### config.mk
export PLATFORM = sky130hd
export DESIGN_NAME = lin_mode_ctrl
export DESIGN_NICKNAME = d
export VERILOG_FILES = /design/src/rtl/lin_mode_ctrl.sv
export SDC_FILE = /design/constraint.sdc
export NUM_CORES = 1
export LEC_CHECK = 0
export ABC_AREA = 0
export ABC_CLOCK_PERIOD_IN_PS = 2100
export BUFFER_PORTS_ARGS = -buffer_cell sky130_fd_sc_hd__buf_2
export CORE_MARGIN = 2
export CORE_UTILIZATION = 25
export DETAILED_ROUTE_END_ITERATION = 10
export MAX_ROUTING_LAYER = met4
export PLACE_DENSITY = 0.45
export SETUP_SLACK_MARGIN = 0.4
export SLEW_MARGIN = 10
export SYNTH_ARGS = -nofsm -noshare
export SYNTH_HDL_FRONTEND = slang
export SYNTH_SLANG_ARGS = --single-unit
### constraint.sdc
create_clock -name clk -period 2.1 [get_ports clk]
set_input_delay 0.105 -clock clk [delete_from_list [all_inputs] [get_ports clk]]
set_output_delay 0.105 -clock clk [all_outputs]
set_load 0.01 [all_outputs]
### src/rtl/lin_mode_ctrl.sv
module lin_mode_ctrl #(
  parameter int FILT_CYCLES   = 2000,
  parameter int STABLE_CYCLES = 64
) (
  input  logic       clk,
  input  logic       rst,
  input  logic       supply_ok,
  input  logic       cs_pin,
  input  logic       txd_in,
  input  logic       txe_in,
  input  logic       fault,
  input  logic       wake_pin,
  input  logic       bus_wake,
  output logic       reg_en,
  output logic       rx_en,
  output logic       tx_en,
  output logic       pullup_en,
  output logic       txd_drv,
  output logic [2:0] mode
);

  localparam logic [2:0] M_POR = 3'd0;
  localparam logic [2:0] M_RDY = 3'd1;
  localparam logic [2:0] M_OPR = 3'd2;
  localparam logic [2:0] M_TOF = 3'd3;
  localparam logic [2:0] M_PDN = 3'd4;
  localparam int FW = $clog2(FILT_CYCLES + 1);
  localparam int SW = $clog2(STABLE_CYCLES + 1);

  logic [2:0]    st, nx;
  logic          cs_f;
  logic [FW-1:0] fcnt;
  logic [SW-1:0] scnt;
  logic          wake_q;

  wire cs_hi     = (cs_pin === 1'b1);
  wire wake_fall = wake_q & ~wake_pin;
  wire stab_done = (scnt == SW'(STABLE_CYCLES - 1));

  always_ff @(posedge clk) begin
    if (rst) begin
      cs_f <= 1'b0;
      fcnt <= '0;
    end else if (cs_hi != cs_f) begin
      if (fcnt == FW'(FILT_CYCLES - 1)) begin
        cs_f <= cs_hi;
        fcnt <= '0;
      end else begin
        fcnt <= fcnt + 1'b1;
      end
    end else begin
      fcnt <= '0;
    end
  end

  always_comb begin
    nx = st;
    if (!supply_ok) nx = M_POR;
    else begin
      case (st)
        M_POR: if (stab_done) nx = M_RDY;
        M_RDY: if (cs_f) nx = (txd_in && txe_in) ? M_OPR : M_TOF;
        M_OPR: if (!cs_f) nx = M_PDN;
               else if (fault || !txe_in) nx = M_TOF;
        M_TOF: if (!cs_f) nx = M_PDN;
               else if (txd_in && txe_in && !fault) nx = M_OPR;
        M_PDN: if (cs_f || wake_fall || bus_wake) nx = M_RDY;
        default: nx = M_POR;
      endcase
    end
  end

  always_ff @(posedge clk) begin
    if (rst) begin
      st     <= M_POR;
      scnt   <= '0;
      wake_q <= 1'b1;
    end else begin
      st     <= nx;
      scnt   <= (st == M_POR && supply_ok && !stab_done) ? scnt + 1'b1 : '0;
      wake_q <= wake_pin;
    end
  end

  assign reg_en    = (st == M_RDY) || (st == M_OPR) || (st == M_TOF);
  assign rx_en     = reg_en;
  assign tx_en     = (st == M_OPR);
  assign pullup_en = tx_en;
  assign txd_drv   = tx_en ? txd_in : 1'b1;
  assign mode      = st;

  AST_SUPPLY_LOSS: assert property (@(posedge clk) disable iff (rst)
    !supply_ok |=> mode == M_POR);
  AST_FAULT_OFF: assert property (@(posedge clk) disable iff (rst)
    (mode == M_OPR && cs_f && supply_ok && (fault || !txe_in)) |=> mode == M_TOF);
  AST_TOF_HOLD: assert property (@(posedge clk) disable iff (rst)
    (mode == M_TOF && (!cs_f || fault || !txe_in || !txd_in)) |=> mode != M_OPR);
  AST_SLEEP: assert property (@(posedge clk) disable iff (rst)
    ((mode == M_OPR || mode == M_TOF) && !cs_f && supply_ok) |=> mode == M_PDN);
  AST_BUS_WAKE: assert property (@(posedge clk) disable iff (rst)
    (mode == M_PDN && bus_wake && supply_ok) |=> mode == M_RDY);
  AST_CS_FILTER: assert property (@(posedge clk) disable iff (rst)
    (!$past(rst) && cs_f != $past(cs_f)) |-> cs_f == $past(cs_hi));
  AST_DRV_IDLE: assert property (@(posedge clk) disable iff (rst)
    (mode != M_OPR) |-> (txd_drv && !pullup_en));

endmodule

# --- Word level (Yosys, flattened, before mapping) ---
# Cells that the tools add are included.
totals:
  word_cells: 53
  out_inout_bits: 8
  register_bits: 23
op_classes:
  mux: 10
  addsub: 2
  eq_ne: 13
  n_reduce_logical: 18
  bitwise: 5
op_table:
  columns: ["operator", "n"]
  rows:
  - ["3-bit 2-to-1 mux", 7]
  - ["3-bit one-hot mux with 5 select lines", 1]
  - ["11-bit by 1-bit adder with 11-bit output (second input constant)", 1]
  - ["11-bit equality test (second input constant)", 1]
  - ["7-bit by 1-bit adder with 7-bit output (second input constant)", 1]
  - ["7-bit by 6-bit equality test with 1-bit output (second input constant)", 1]
  - ["3-bit by 2-bit equality test with 1-bit output (second input constant)", 2]
  - ["2-bit inequality test (second input constant)", 3]
  - ["1-bit logical OR", 5]
  - ["5-bit AND reduction", 1]
  - ["1-bit logical AND", 4]
  - ["1-bit NOT", 4]
  - ["2-bit OR reduction", 2]
  - ["3-bit by 1-bit equality test with 1-bit output (second input constant)", 1]
  - ["3-bit equality test (second input constant)", 1]
  - ["1-bit logical NOT", 3]
  - ["3-bit logical NOT", 1]
  - ["3-bit by 2-bit inequality test with 1-bit output (second input constant)", 1]
  - ["3-bit inequality test (second input constant)", 1]
  - ["3-bit OR reduction", 1]
  - ["1-bit 2-to-1 mux", 2]
  - ["2-bit AND reduction", 1]
  - ["1-bit bitwise AND", 1]
  - ["1-bit === test (second input constant)", 1]
  - ["1-bit inequality test", 1]

# --- Depth between registers and ports, before layout ---
logic_depth:
  ltp_word: 6
  mapped_depth: 6
  depth_no_buf: 5

# --- Least setup slack after synthesis ---
# No wires, ideal clock.
synth_path:
  path_type: "register to register"
  startpoint: "register fcnt[0]"
  endpoint: "register fcnt[10]"
  path_stages_with_launch: 7
  n_path_buf: 1
  arrival_time_ps: 1294
  required_time_ps: 1985
  path_slack_ps: 691
  path_cell_list: "dfxtp_1 ha_1 nand3_2 nor4_2 or3_1 buf_6 nor2_1"
synth_between:
  elab_chain_cells: 2
synth_lines:
  columns: ["element", "line_no", "rtl"]
  rows:
  - ["start, declared", "32", "logic [FW-1:0] fcnt;"]
  - ["start signal, assigned", "49", "fcnt <= fcnt + 1'b1;"]
  - ["branches (longest 2 deep; another with 11-bit by 1-bit adder with 11-bit output)", null, null]
# Several ways; the timed one is not identified.
# A chain may end at the register's enable or synchronous reset.

# --- Worst setup path after layout ---
layout_path:
  startpoint: "register fcnt[0]"
  endpoint: "register fcnt[2]"
# The elaborated chain is that of the path after synthesis.

==> run_results.csv <==
group,metric,value,unit
status,outcome,"completed",
critical_path,worst_ep_arrival_time,1640,ps
synthesis,yosysSeqAreaShare,43.5,%
timing,slew_headroom,78.2,%
place,portBuffers,16,
floorplan,core,4030,µm²
grt,grt_use_total,7.81,%
min_path,hold_end,"cs_f$_SDFFE_PP0P_",
critical_path,crit_required,2250,ps
synthesis,yosys-top-cells-area,"dfxtp_1 (43%), xnor2_1 (9.1%), nor2_1 (8.5%)",
timing,finalHoldViolations,0,
detailed_routing,via_per_inst,4.40,
critical_path,timing.rr.end,"fcnt[2]$_SDFF_PP0_",
synthesis,ys_types,37,
synthesis,syn_area_per_cell,8.97,µm²
final_layout,final_cell_mix,"nor2_1 (24), dfxtp_1 (23), buf_2 (16)",
min_path,hold_path.class,"in2reg",
clock_network,cts_buffer_depth,2,
synthesis,synth-main-ff-cell,"dfxtp_1",
grt,grt_pass1_vias,703,
grt,grt_start_max_net_pins,13,
timing,min_period_over_period,70.8,%
timing,layout_min_cycle_time,1490,ps
critical_path,r2r_setup_slack,610,ps
final_layout,drive_above_1_share,20.5,%
floorplan,die_h,69.1,µm
clock_network,cts-root-buf,"clkbuf_8",
timing,setup_viol,0,
critical_path,critPathMaxFanout,11,
detailed_routing,drtIter0Drc,30,
power_and_ir_drop,p_per_area,614,nW/µm²
critical_path,reg2reg_depth,5,
min_path,holdCritStartpoint,"rst",
power_and_ir_drop,p_leak,0.411,nW
critical_path,start_kind,"flip-flop",
timing,rsz0062_at_grt,"false",
floorplan,dieArea,4770,µm²
critical_path,critical_path.startpoint,"fcnt[0]$_SDFF_PP0_",
grt,grt_pass1_wl,2980,µm
critical_path,worstSetupPathType,"reg2reg",
detailed_routing,drc,0,
clock_network,clkLatencyLatePin,260,ps
final_layout,n_antenna_cell,0,
job,maxCapViolCount,0,
clock_network,cts_buffers,3,
detailed_routing,ant_nets,0,
place,gp_congestion,0.731,
place,place_ws,422,ps
final_layout,post-route-util,29.8,%
synthesis,syn_inst,118,
final_layout,final_common_cell,"nor2_1",
final_layout,nNetsFinal,144,
place,dpl.cell_count,178,
final_layout,syn_to_final_growth,13.5,%
floorplan,die_w,69.1,µm
detailed_routing,routed_wl,1770,µm
clock_network,cts.clk_slew.worst_paths,80,ps
timing,fmax,672,MHz
detailed_routing,vias,801,
detailed_routing,drt-wirelength-per-cell,9.72,µm
synthesis,synthArstFlopShare,0,%
synthesis,yosys_warnings,0,
synthesis,yosysTopAreaCell,"dfxtp_1",
timing,clock_skew,2.35,ps
clock_network,cts_sinks,23,
critical_path,r2r-start,"fcnt[0]$_SDFF_PP0_",
synthesis,syn_area,1060,µm²
grt,antenna_found_initial,0,
final_layout,instances_no_fill,182,
floorplan,start_util,26.3,%
timing,fin_ws,613,ps
grt,overflow,0,
timing,final-max-slew-violation-count,0,
synthesis,synth_seq_cells,23,
synthesis,synth_edf_count,0,
power_and_ir_drop,total_power,0.738,mW
floorplan,num_rows,23,
place,dpl.hpwl,1330,µm
floorplan,io_pins,17,
min_path,worstHoldPathCells,2,
critical_path,cp-end-kind,"flip-flop",
clock_network,cts_tree,"yes",
synthesis,synth_nets,129,
power_and_ir_drop,ir_drop,0.411,mV
synthesis,synth_top_area_share,43.5,%
detailed_routing,drt-pass1-iter-count,2,
timing,worst_pin_slew,326,ps
timing,finalSetupTns,0,ps
clock_network,ctsHtreeMaxLevel,1,
[power by group]
part	leakage (nW)	total (mW)	switching (mW)	internal, mW
Clock	0.0228	0.265	0.130	0.135
Combinational	0.202	0.0293	0.0151	0.0142
Sequential	0.186	0.443	0.00306	0.440
Total	0.411	0.738	0.148	0.590
[layer usage]
metal	up-vias	track usage (%)	wire (µm)
met5	-	-	0
met4	0	2.61	17
met3	2	3.65	115
met2	16	12.1	794
met1	362	8.91	842
li1	421	-	-
[logic make-up (layout without fill, tap and decap cells)]
kind of cell | Yosys count | in the layout | synth area share, %
muxes | 1 | 1 | 0.946
adders and majority gates | 2 | 2 | 2.36
xor gates and xnor gates | 14 | 14 | 11.6
DFF | 23 | 23 | 43.5
buffers and inverters | 10 | 24 | 6.15
AOI/OAI and AO/OA | 9 | 9 | 6.15
and+or+nand+nor | 59 | 59 | 29.3
[worst max-delay path: stages, from the launching register on]
cell	delay [ps]
dfxtp_1	370
ha_1	220
nand3_2	150
nor4_2	310
or3_4	270
nor2_1	70
[cell usage after synthesis (2+ instances only)]
cell / instances
a21oi_1: 2
buf_6: 2
inv_1: 3
nand4b_1: 2
nor3_1: 5
dfxtp_1: 23
nand3_1: 4
nor2_1: 24
nand2_1: 5
xnor2_1: 11
xor2_1: 3
ha_1: 2
nand2b_1: 4
nor2b_1: 2
nand4_1: 2
buf_4: 3
[metrics by stage]
step / area, µm² / hold slack [ps]
2_1_floorplan: 1060 / 177
5_1_grt: 1200 / 34.0
6_report: 1200 / 33.7
4_1_cts: 1200 / 24.6
3_3_place_gp: 1150 / 302
3_5_place_dp: 1150 / 308
[how the worst max path moves through the flow]
| stage | end | slack, ps |
|---|---|---|
| 3_3_place_gp | fcnt[10]$_SDFF_PP0_ | 480 |
| 6_report | fcnt[2]$_SDFF_PP0_ | 610 |
| 2_1_floorplan | fcnt[10]$_SDFF_PP0_ | 690 |
| 3_5_place_dp | fcnt[8]$_SDFF_PP0_ | 420 |
| 4_1_cts | fcnt[2]$_SDFF_PP0_ | 410 |
| 5_1_grt | mode[0]$_SDFFE_PP0P_ | 440 |
[state kept, by name, summed over array words and instances, names as in the netlist]
name / cells
mode: 3
cs_f: 1
fcnt: 11
scnt: 7
wake_q: 1
[area by class of cell]
| type | count | area (µm²) |
|---|---|---|
| multi-input combinational | 85 | 538 |
| fill | 444 | 2830 |
| sequential | 23 | 460 |
| tap | 50 | 62.6 |
| inverter | 4 | 15.0 |
| timing repair buffer | 16 | 80.1 |
| clock buffer | 4 | 45.0 |
[repair_timing]
action | CTS | global route
hold buffers | 0 | 0
gates resized for setup | 0 | 1
endpoints found under the setup margin | 0 | 11
setup buffers | 0 | 0
No activity file was read; power rests on OpenSTA's default activity.
